## src/rtl/cts_pkg.sv

```systemverilog
package cts_pkg;
  localparam int STAMP_W = 8;
  typedef logic [STAMP_W-1:0] stamp_t;
  localparam stamp_t STAMP_MIN = stamp_t'(1);
  localparam stamp_t STAMP_MAX = '1;

  // transition of one bit that matches the selected polarity
  function automatic logic edge_hit(input logic was, input logic now, input logic rise);
    return (was != now) && (now == rise);
  endfunction

  function automatic logic stamp_full(input stamp_t s);
    return s == STAMP_MAX;
  endfunction

  function automatic stamp_t stamp_inc(input stamp_t s);
    return s + stamp_t'(1);
  endfunction
endpackage

```

## src/rtl/cts_sampler.sv

```systemverilog
module cts_sampler #(
  parameter int CH = 8
) (
  input  logic          clk,
  input  logic          rst_n,
  input  logic          enable,
  input  logic          strobe,
  input  logic [CH-1:0] din,
  output logic [CH-1:0] sample_q,
  output logic          chg_hit,
  output logic          event_p
);
  // change seen on a qualified strobe
  assign chg_hit = strobe && enable && (din != sample_q);

  always_ff @(posedge clk or negedge rst_n) begin
    if (!rst_n) begin
      sample_q <= '0;
      event_p  <= 1'b0;
    end else begin
      event_p <= chg_hit;
      if (strobe) sample_q <= din;
    end
  end

  // no strobe, word unchanged
  a_r1_hold: assert property (@(posedge clk) disable iff (!rst_n)
    !strobe |=> $stable(sample_q));
  // an event needs an enabled strobe one cycle earlier
  a_r2_needs_strobe: assert property (@(posedge clk) disable iff (!rst_n)
    !(strobe && enable) |=> !event_p);
endmodule

```

## src/rtl/cts_edge_arm.sv

```systemverilog
module cts_edge_arm #(
  parameter int CH    = 8,
  parameter int SEL_W = 3
) (
  input  logic             clk,
  input  logic             rst_n,
  input  logic             enable,
  input  logic             strobe,
  input  logic [CH-1:0]    old_word,
  input  logic [CH-1:0]    new_word,
  input  logic [SEL_W-1:0] sel,
  input  logic             rise,
  output logic             edge_seen,
  output logic             triggered
);
  import cts_pkg::*;

  function automatic logic pick(input logic [CH-1:0] w, input logic [SEL_W-1:0] s);
    return (int'(s) < CH) ? w[s] : 1'b0;
  endfunction

  assign edge_seen = enable && strobe &&
                     edge_hit(pick(old_word, sel), pick(new_word, sel), rise);

  always_ff @(posedge clk or negedge rst_n) begin
    if (!rst_n)         triggered <= 1'b0;
    else if (!enable)   triggered <= 1'b0;
    else if (edge_seen) triggered <= 1'b1;
  end

  // sticky while capture stays enabled
  a_r4_sticky: assert property (@(posedge clk) disable iff (!rst_n)
    (enable && triggered) |=> triggered);
  // disable clears the flag
  a_r4_clear: assert property (@(posedge clk) disable iff (!rst_n)
    !enable |=> !triggered);
endmodule

```

## src/rtl/cts_stamp.sv

```systemverilog
module cts_stamp (
  input  logic            clk,
  input  logic            rst_n,
  input  logic            enable,
  input  logic            strobe,
  input  logic            chg_hit,
  output cts_pkg::stamp_t stamp,
  output logic            roll_p
);
  import cts_pkg::*;

  logic wrap_hit;
  assign wrap_hit = enable && strobe && !chg_hit && stamp_full(stamp);

  always_ff @(posedge clk or negedge rst_n) begin
    if (!rst_n) begin
      stamp  <= STAMP_MIN;
      roll_p <= 1'b0;
    end else begin
      roll_p <= wrap_hit;
      if (!enable)       stamp <= STAMP_MIN;
      else if (strobe) begin
        if (chg_hit || stamp_full(stamp)) stamp <= STAMP_MIN;
        else                              stamp <= stamp_inc(stamp);
      end
    end
  end

  // idle capture holds the count at one
  a_r8_idle_one: assert property (@(posedge clk) disable iff (!rst_n)
    !enable |=> (stamp == STAMP_MIN));
  // zero is never a valid count
  a_r11_never_zero: assert property (@(posedge clk) disable iff (!rst_n)
    stamp != '0);
  // plain strobe advances by one
  a_r5_step: assert property (@(posedge clk) disable iff (!rst_n)
    (enable && strobe && !chg_hit && !stamp_full(stamp)) |=> (stamp == $past(stamp) + stamp_t'(1)));
  // change reloads to one
  a_r6_reload: assert property (@(posedge clk) disable iff (!rst_n)
    chg_hit |=> (stamp == STAMP_MIN));
endmodule

```

## src/rtl/chg_trig_stamp.sv

```systemverilog
module chg_trig_stamp #(
  parameter  int CH    = 8,
  localparam int SEL_W = (CH > 1) ? $clog2(CH) : 1
) (
  input  logic             clk,
  input  logic             rst_n,
  input  logic             enable,
  input  logic             strobe,
  input  logic [CH-1:0]    din,
  input  logic [SEL_W-1:0] trig_sel,
  input  logic             trig_rise,
  output logic [CH-1:0]    sample_q,
  output logic [7:0]       stamp,
  output logic             event_p,
  output logic             roll_p,
  output logic             triggered
);
  import cts_pkg::*;

  // internal events, named for the checks
  logic   chg_hit;
  logic   edge_seen;
  stamp_t stamp_w;

  cts_sampler #(.CH(CH)) u_sampler (
    .clk(clk), .rst_n(rst_n), .enable(enable), .strobe(strobe), .din(din),
    .sample_q(sample_q), .chg_hit(chg_hit), .event_p(event_p)
  );

  cts_edge_arm #(.CH(CH), .SEL_W(SEL_W)) u_arm (
    .clk(clk), .rst_n(rst_n), .enable(enable), .strobe(strobe),
    .old_word(sample_q), .new_word(din), .sel(trig_sel), .rise(trig_rise),
    .edge_seen(edge_seen), .triggered(triggered)
  );

  cts_stamp u_stamp (
    .clk(clk), .rst_n(rst_n), .enable(enable), .strobe(strobe),
    .chg_hit(chg_hit), .stamp(stamp_w), .roll_p(roll_p)
  );

  assign stamp = stamp_w;

  // at most one new-record request per cycle
  a_r9_one_request: assert property (@(posedge clk) disable iff (!rst_n)
    !(event_p && roll_p));
  // a trigger edge shows up as the flag next cycle
  a_r3_flag_follows: assert property (@(posedge clk) disable iff (!rst_n)
    edge_seen |=> triggered);
endmodule

```

## config.mk

```make
export PLATFORM = sky130hd
export DESIGN_NAME = chg_trig_stamp
export DESIGN_NICKNAME = d
export VERILOG_FILES = /design/src/rtl/cts_pkg.sv /design/src/rtl/cts_sampler.sv /design/src/rtl/cts_edge_arm.sv /design/src/rtl/cts_stamp.sv /design/src/rtl/chg_trig_stamp.sv
export SDC_FILE = /design/constraint.sdc
export NUM_CORES = 1
export LEC_CHECK = 0
export BUFFER_PORTS_ARGS = -buffer_cell sky130_fd_sc_hd__buf_4
export CORE_MARGIN = 1
export CORE_UTILIZATION = 49
export DETAILED_ROUTE_END_ITERATION = 8
export PLACE_DENSITY_LB_ADDON = 0.08
export SLEW_MARGIN = 10
export SYNTH_ARGS = -nofsm -noshare
export SYNTH_HDL_FRONTEND = slang
export SYNTH_HIERARCHICAL = 1
export SYNTH_SLANG_ARGS = --single-unit
```

## constraint.sdc

```tcl
create_clock -name clk -period 2.3 [get_ports clk]
set_input_delay 0 -clock clk [delete_from_list [all_inputs] [get_ports clk]]
set_output_delay 0 -clock clk [all_outputs]
set_load 0.005 [all_outputs]
```

==> results.md, run 1 <==
* Hold Path Class: input port to flip-flop
* Clock Latency Late Sink at roughly 0.3 ns
* Top cell family by delay on the critical path: compound AO/OA/AOI/OAI gates
* CP max-delay cell: dfrtp_1
* Chip width at approximately 49 um
* Rel. slew slack at just under 80%
* Via density at between 5 and 6
* Tcrit/Tclk final at roughly nine tenths
* Share of cells above drive strength 1 at between 30 and 40%
* CP bufs+invs at 0
* Setup TNS at 0 ns
* Worst-Margin Slew at 0.310 ns
* Slowest stage delay, CP at 0.44 ns
* Reg-to-Reg Start: u_sampler/sample_q[0]
* Vias in the first global route at about 850
* Yosys warnings at 6
* GP Congestion at around 0.83
* Vias at between 900 and 1000
* Type of origin of the critical path: flip-flop
* Drt pass-1 iters at 4
* Final nets at 156
* Global-route wire length before repair at about 4.0 mm
* Fill cell count at ~150
* Peak VDD IR at approximately 0.00046 V
* Drt wl/cell at about 15 um
* Post-Syn Nets at around 110
* Syn Inst Count at 91
* Max-Cap Viols at 0
* DRT iter0 DRCs at 19
* CTS tree: yes
* Area occupied by multi-input gates at 577 um^2
* Placement Rows at 16
* Critical Path RT at 2.53 ns
* Root Buffer: clkbuf_4
* PD cells at 496 nW/um^2
* Setup violations, final at 0
* Commonest non-fill, non-tap cell in the layout: buf_4
* Fin. max-slew vios at 0
* Register area at approximately 480 um^2
* Worst-path clk slew at around 0.11 ns
* Core box area at about 2000 um^2
* Worst-path fanout max at 11
* Leak at approximately 0.69 nW
* IO Port Bufs at 34
* Min Tclk post-route at about 2.1 ns
* Fin. Hold Viols at 0
* Die Area at about 2400 um^2
* DP Wirelength at about 1.6 mm
* DRC at 0
* Total wire length at between 2 and 2.5 mm
* H-Tree Depth at 1
* Sink Count at 19
* Status: complete, no violations
* Initial cell density of the core at 53.4%
* Crit. End Element: flip-flop
* Routed Antenna Nets at 0
* Cell Chain, Critical Path: xor2_1, nor4_1, a21oi_1, nand3b_1, a21oi_4, o21ai_0, a31oi_1
* Hold_sp: strobe
* Synthesized area per cell at approximately 12 um^2
* Area delta synth->final at 39.1%
* Cell Area, Synth at ~1100 um^2
* Arr. time, crit path at 2.32 ns
* Largest net degree at the start of global routing at 20
* Most frequent cells in the layout: 34 x buf_4, 18 x dfrtp_1, 11 x dlygate4sd3_1, 9 x mux2_2, 8 x xor2_1
* CTS Buffer Depth at 2
* Total GRT Usage at between 20% and 30%
* Antenna cell count at 0
* Setup Skew at 0.00282 ns
* Initial antenna violation count at 0
* Grt ovf at 0
* Die height at about 49 um
* Hold slack final at 0.0386 ns
* CP Launch Point: u_sampler/sample_q[0]
* Kind of critical path: flip-flop to flip-flop
* Io pins at 35
* Fmax at ~480 MHz
* CTS Buf Count at 3
[routing by layer]
layer / global-route usage [%] / share of wire, % / wire [um]
met1: 31.0 / 44 / 1070
met2: 34.3 / 50 / 1220
met3: 3.46 / 4.3 / 104
met4: 9.31 / 1.4 / 34
met5: 0 / 0 / 0
[path summary, 6_finish.rpt]
kind,slack (ns),depth (start not counted),end
worst min register to register,0.52,1,u_stamp/stamp[7]
worst min-delay path,0.04,3,u_sampler/event_p
worst max register to register,0.21,7,u_stamp/stamp[7]
max in group asynchronous,1.95,2,u_stamp/stamp[0]
min in group asynchronous,0.10,2,u_stamp/stamp[5]
worst max-delay path,0.21,7,u_stamp/stamp[7]
[worst min-delay path, cell delays in order]
cell and delay, ns:
buf_4 0.17, nand2_1 0.08, a21oi_1 0.05
[flip-flops by register name (all words and copies together) (netlist names)]
| name | cells |
|---|---|
| u_sampler/sample_q | 8 |
| u_arm/triggered | 1 |
| u_stamp/stamp | 8 |
| u_stamp/roll_p | 1 |
| u_sampler/event_p | 1 |
[layout make-up]
| type | instances | share of cell area (%) |
|---|---|---|
| multi-input cells | 68 | 38.8 |
| flip-flops and latches | 19 | 32.0 |
| well taps | 27 | 2.27 |
| clock inverters | 1 | 0.336 |
| inverters | 2 | 0.505 |
| repair buffers | 45 | 24.6 |
| clock buffers | 3 | 1.51 |
[metrics by stage]
step,setup slack (ns),util (%),std cells,instance area (um^2),total power [mW]
2_1_floorplan,0.567,-,91,1070,0.468
3_3_place_gp,0.290,67.1,150,1340,0.551
3_5_place_dp,0.239,67.1,150,1340,0.555
4_1_cts,0.210,73.9,165,1480,0.744
5_1_grt,-0.00491,74.3,165,1490,0.785
6_report,0.212,74.3,165,1490,0.737
[report_power, final]
part / internal, mW / total [mW] / switching (mW)
registers: 0.359 / 0.387 / 0.0274
logic: 0.109 / 0.179 / 0.0702
clock network: 0.0648 / 0.171 / 0.106
[what timing repair did]
action	4_1_cts	5_1_grt
endpoints found under the hold margin	30	0
buffers inserted	0	0
endpoints found under the setup margin	0	2
hold buffers	11	0
gates resized for setup	0	1
(Power assumes the default switching activity.)
==> inputs of run 2 (changes only) <==
CORE_UTILIZATION = 39   (was 49)
HOLD_SLACK_MARGIN = 0.12   (was unset)
SLEW_MARGIN = 25   (was 10)
==> run 2 against run 1 <==
Count of clock-buffer cells in the layout increased by 1. Utilization is 11 points lower. First-iteration DRC count down 32%. Critical path depth up 2. Global-route usage shrank 0.62 points. Fmax is 2.1% higher. Critical path type is now input port to flip-flop. Largest power group unchanged. Wire length is 9.7% higher. Register-to-register slack gained 0.04 ns.
==> results.md, run 2 (synthesized netlist as in run 1, its figures left out) <==
* Status: complete, no violations
* Setup violations, final at 0 (unchanged)
* Chip width at 54.4 um (+12%)
* Vias at 965 (+5.7%)
* Min Tclk post-route at 2.04 ns (-0.0433 ns)
* Internal reg-to-reg setup slack at 0.26 ns (+0.04 ns)
* IO Port Bufs at 34 (unchanged)
* Area delta synth->final at 50.5%
* Fmax at 489 MHz (+2.1%)
* Largest net degree at the start of global routing at 19 (-5.0%)
* Initial antenna violation count at 0 (unchanged)
* DRC at 0 (unchanged)
* Worst-path fanout max at 15 (+4)
* Final nets at 168 (+7.7%)
* Worst slack, placed at 0.222 ns (-0.0169 ns)
* Placed inst area at 1350 um^2 (+0.28%)
* Critical Path RT at 2.53 ns (about the same)
* CTS Buf Count at 3 (unchanged)
* Worst-Margin Slew at 0.834 ns (+0.524 ns)
* Top Registers: u_sampler/sample_q: 8 flops, u_stamp/stamp: 8 flops
* Setup Fix Bufs, Post-CTS at 0 (unchanged)
* Root Buffer: clkbuf_4
* CTS Buffer Depth at 2 (unchanged)
* Sink Count at 19 (unchanged)
* Crit. End Element: flip-flop
* Power share of the clock group at 23.1% (about the same)
* Int Power at 558 uW (+4.6%)
* GP Congestion at 0.800 (-4.1%)
* Share of cells above drive strength 1 at 34.7% (-3.7 points)
* Die height at 54.4 um (+12%)
* Drt pass-1 iters at 4 (unchanged)
* Leak at 0.732 nW (+6.8%)
* Design area at 1610 um^2 (+8.2%)
* Via density at 5.36 (-3.1%)
* Commonest non-fill, non-tap cell in the layout: buf_4
* Fin. Hold Viols at 0 (unchanged)
* Worst-path clk slew at 0.11 ns (about the same)
* Most frequent cells in the layout: 34 x buf_4, 23 x dlygate4sd3_1, 18 x dfrtp_1, 9 x mux2_2, 8 x xor2_1
* Io pins at 35 (unchanged)
* CTS tree: yes
* DP Wirelength at 1.72 mm (+6.9%)
* Fin. max-slew vios at 0 (unchanged)
* Vias in the first global route at 958 (+13%)
* Die Area at 2960 um^2 (+25%)
* Drt wl/cell at 14.8 um (+0.52%)
* Reg-to-Reg Start: u_sampler/sample_q[0]
* Antenna cell count at 0 (unchanged)
* Sequential Power Share at 50.1% (-2.4 points)
* Grt ovf at 0 (unchanged)
* Max-Cap Viols at 0 (unchanged)
* Arr. time, crit path at 2.27 ns (-0.05 ns)
* Hold Path Class: input port to async pin
* Total GRT Usage at 21.5% (-0.62 points)
* Tcrit/Tclk final at 88.9% (-1.9 points)
* Setup WS post-layout at 0.255 ns (+0.0433 ns)
* PD cells at 480 nW/um^2 (-3.2%)
* Sw frac at 27.8% (+0.11 points)
* DRT iter0 DRCs at 13 (-6)
* Sw Pwr at 215 uW (+5.2%)
* Placement Rows at 18 (+2)
* Core box area at 2540 um^2 (+27%)
* Kind of critical path: input port to flip-flop
* H-Tree Depth at 1 (unchanged)
* Clock Latency Late Sink at 0.31 ns (about the same)
* Global-route wire length before repair at 4.43 mm (+11%)
* Setup TNS at 0 ns (unchanged)
* Type of origin of the critical path: input port
* RSZ-0062 raised after global routing: no
* Setup Skew at 0.00915 ns (+0.00633 ns)
* R2R depth at 7 (unchanged)
* Combinational share of power at 26.9% (+2.6 points)
* Initial cell density of the core at 42.0% (-11 points)
* Rel. slew slack at 44.2% (-35 points)
* Capturing point of the worst reg2reg path: u_stamp/stamp[7]
* Hold slack final at 0.183 ns (+0.145 ns)
* Peak VDD IR at 0.000347 V (-25%)
* Routed Antenna Nets at 0 (unchanged)
* Total wire length at 2.67 mm (+9.7%)
==> run 2: cell count changes in the layout (fill, tap and decap cells not counted) <==
cell and change:
dlygate4sd3_1 +12, clkbuf_1 +1, clkinv_2 -1
==> run 2: worst max-delay path, stage by stage <==
cell           delay [ns]
dlygate4sd3_1        0.54
buf_4                0.20
nand2_1              0.07
dlygate4sd3_1        0.55
a21oi_1              0.06
nand3b_1             0.26
a21oi_4              0.28
o21ai_0              0.13
a31oi_1              0.18
==> run 2: layout make-up <==
cell class                      instances  area [um^2]
Clock buffer                            4         26.3
Fill cell                             226          935
Inverter                                2         7.51
Multi-Input combinational cell         68          577
Sequential cell                        19          477
Tap cell                               30         37.5
Timing Repair Buffer                   57          485
==> run 2: power groups by stage <==
stage | registers, mW | clock network (mW) | logic [mW]
3_5_place_dp | 0.392 | 0 | 0.164
5_1_grt | 0.392 | 0.197 | 0.230
2_1_floorplan | 0.390 | 0 | 0.0779
3_3_place_gp | 0.392 | 0 | 0.162
6_report | 0.387 | 0.178 | 0.208
4_1_cts | 0.386 | 0.183 | 0.206
==> run 2: how the worst max path moves through the flow <==
stage / start / to / slack [ns] / depth (start not counted)
final: strobe / u_stamp/stamp[7] / 0.26 / 9
after global routing: u_sampler/sample_q[0] / u_stamp/stamp[7] / 0.09 / 7
after CTS: u_sampler/sample_q[0] / u_stamp/stamp[5] / 0.19 / 7
after detailed placement: u_sampler/sample_q[0] / u_stamp/stamp[7] / 0.22 / 7
after global placement: u_sampler/sample_q[0] / u_stamp/stamp[7] / 0.26 / 7
after floorplan: u_sampler/sample_q[6] / u_stamp/stamp[5] / 0.57 / 8
==> run 2: per-layer routing <==
metal / part of all wire (%) / global-route usage (%)
met1: 47 / 26.2
met2: 48 / 35.6
met3: 3.7 / 3.61
met4: 1.5 / 12.4
met5: 0 / 0
==> run 2: through the flow <==
stage          instances  utilization, %  total power [mW]
2_1_floorplan         91               -             0.468
3_3_place_gp         153            52.9             0.553
3_5_place_dp         153            52.9             0.557
4_1_cts              180            63.0             0.775
5_1_grt              180            63.3             0.818
6_report             180            63.3             0.773
==> run 2: what timing repair did <==
| action | CTS | global route |
|---|---|---|
| hold endpoints to repair | 31 | 0 |
| resized for setup | 0 | 1 |
| hold buffers | 23 | 0 |
| setup endpoints to repair | 0 | 3 |
==> inputs of run 3 (changes only) <==
CORE_ASPECT_RATIO = 0.75   (was unset)
==> run 3 against run 2 <==
Clock skew down 0.0082 ns. Combinational power about the same. Die area about the same. Critical endpoint is now u_stamp/stamp[5].
==> results.md, run 3 (synthesized netlist as in run 1, its figures left out) <==
* Setup violations, final at 0 (unchanged)
* Status: complete, no violations
* GP Congestion at 0.728 (-8.9%)
* DRC at 0 (unchanged)
* Fmax at 482 MHz (-1.5%)
* Antenna cell count at 0 (unchanged)
* IO Port Bufs at 34 (unchanged)
* Worst-path fanout max at 11 (-4)
* Drt wl/cell at 13.8 um (-7.0%)
* CTS tree: yes
* Min Tclk post-route at 2.08 ns (+0.0304 ns)
* Worst-path clk slew at 0.10 ns (about the same)
* DRT iter0 DRCs at 48 (+35)
* Clock Latency Late Sink at 0.30 ns (about the same)
* Sw frac at 26.9% (-0.83 points)
* PD cells at 472 nW/um^2 (-1.6%)
* Design area at 1620 um^2 (+0.47%)
* CTS Buffer Depth at 2 (unchanged)
* Rel. slew slack at 43.1% (-1.2 points)
* Sink Count at 19 (unchanged)
* Chip width at 62.5 um (+15%)
* Total GRT Usage at 19.1% (-2.4 points)
* Commonest non-fill, non-tap cell in the layout: buf_4
* Max-Cap Viols at 0 (unchanged)
* Fin. Hold Viols at 0 (unchanged)
* CTS Buf Count at 3 (unchanged)
* Top Registers: u_sampler/sample_q: 8 flops, u_stamp/stamp: 8 flops
* H-Tree Depth at 1 (unchanged)
* Leak at 0.732 nW (unchanged)
* Routed Antenna Nets at 0 (unchanged)
* Met2 usage in global routing at 32.2% (-3.4 points)
* Largest net degree at the start of global routing at 19 (unchanged)
* Initial antenna violation count at 0 (unchanged)
* Setup TNS at 0 ns (unchanged)
* Kind of critical path: flip-flop to flip-flop
* Total wire length at 2.56 mm (-3.9%)
* Int Power at 558 uW (about the same)
* Crit. End Element: flip-flop
* Arr. time, crit path at 2.31 ns (+0.04 ns)
* Share of cells above drive strength 1 at 34.7% (unchanged)
* Most frequent cells in the layout: 34 x buf_4, 23 x dlygate4sd3_1, 18 x dfrtp_1, 9 x mux2_2, 8 x xor2_1
* Sw Pwr at 206 uW (-4.1%)
* Via density at 4.95 (-7.6%)
* Final nets at 168 (unchanged)
* Die height at 47.4 um (-13%)
* Worst-Margin Slew at 0.851 ns (+0.0176 ns)
* M3 GR Usage at 5.34% (+1.7 points)
* Internal reg-to-reg setup slack at 0.22 ns (-0.03 ns)
* Power share of the clock group at 22.3% (-0.8 points)
* DP Wirelength at 1.75 mm (+1.8%)
* Type of origin of the critical path: flip-flop
* Core box area at 2600 um^2 (+2.3%)
* RSZ-0062 raised after global routing: no
* Sequential Power Share at 50.6% (+0.5 points)
* Io pins at 35 (unchanged)
* Placement Rows at 16 (-2)
* Grt met1 use at 25.3% (-0.94 points)
* Layer with the highest usage: met2
* Critical Path RT at 2.53 ns (about the same)
* Placed inst area at 1350 um^2 (+0.56%)
* Drt pass-1 iters at 4 (unchanged)
* Combinational share of power at 27.1% (+0.2 points)
* Die Area at 2960 um^2 (about the same)
* Global-route wire length before repair at 4.11 mm (-7.3%)
* Hold Path Class: input port to async pin
* Reg-to-Reg Start: u_sampler/sample_q[0]
* Peak VDD IR at 0.000304 V (-13%)
* Vias at 921 (-4.6%)
* Fin. max-slew vios at 0 (unchanged)
* Grt ovf at 0 (unchanged)
* Vias in the first global route at 851 (-11%)
* Capturing point of the worst reg2reg path: u_stamp/stamp[5]
* Area delta synth->final at 51.2%
* Initial cell density of the core at 41.1% (-0.93 points)
* Tcrit/Tclk final at 90.2% (+1.3 points)
* R2R depth at 7 (unchanged)
* Setup Skew at 0.000970 ns (-0.00818 ns)
* Root Buffer: clkbuf_4
-- run 3: cell counts in the layout (fill, tap and decap cells not counted) --
No cell type changed its count.
-- run 3: worst max path at each step --
stage,from,end,slack (ns),cells after the start
finish,u_sampler/sample_q[0],u_stamp/stamp[5],0.22,7
global route,u_sampler/sample_q[0],u_stamp/stamp[7],0.05,7
detailed placement,u_sampler/sample_q[0],u_stamp/stamp[7],0.21,7
floorplan,u_sampler/sample_q[6],u_stamp/stamp[5],0.57,8
CTS,u_sampler/sample_q[0],u_stamp/stamp[5],0.19,7
global placement,u_sampler/sample_q[0],u_stamp/stamp[7],0.24,7
-- run 3: power groups by stage --
| stage | Clock [mW] | Combinational, mW | Sequential, mW |
|---|---|---|---|
| floorplan | 0 | 0.0779 | 0.390 |
| global placement | 0 | 0.162 | 0.392 |
| detailed placement | 0 | 0.164 | 0.393 |
| CTS | 0.180 | 0.205 | 0.387 |
| global route | 0.195 | 0.225 | 0.392 |
| finish | 0.170 | 0.207 | 0.387 |
-- run 3: critical path, cell delays in order, from the launching register on --
cell	delay [ns]
dfrtp_1	0.43
xor2_1	0.18
nor4_1	0.38
a21oi_1	0.15
nand3b_1	0.27
a21oi_4	0.29
a41oi_1	0.15
a31oi_1	0.15
-- run 3: per-layer routing --
layer / wire, um / vias to the layer above
met5: 0 / -
met4: 13 / 0
met3: 112 / 3
met2: 1140 / 21
met1: 1300 / 438
li1: - / 459
-- run 3: what timing repair did --
action | in CTS | in global routing
hold buffers | 23 | 0
buffers inserted | 0 | 0
endpoints found under the setup margin | 0 | 2
resized for setup | 0 | 1
endpoints found under the hold margin | 31 | 0
-- run 3: cell type report --
| cell class | count | area [um^2] |
|---|---|---|
| Timing Repair Buffer | 57 | 485 |
| Tap cell | 36 | 45.0 |
| Inverter | 2 | 7.51 |
| Multi-Input combinational cell | 68 | 577 |
| Clock buffer | 4 | 26.3 |
| Sequential cell | 19 | 477 |
| Fill cell | 221 | 985 |
-- run 3: metrics by stage --
stage | hold slack [ns] | utilization (%) | power (mW) | setup slack, ns | cells
finish | 0.180 | 62.2 | 0.764 | 0.225 | 186
global route | 0.173 | 62.2 | 0.812 | 0.0491 | 186
CTS | 0.166 | 61.9 | 0.771 | 0.190 | 186
detailed placement | -0.107 | 52.0 | 0.557 | 0.214 | 159
global placement | -0.106 | 52.0 | 0.554 | 0.236 | 159
floorplan | -0.296 | - | 0.468 | 0.567 | 91
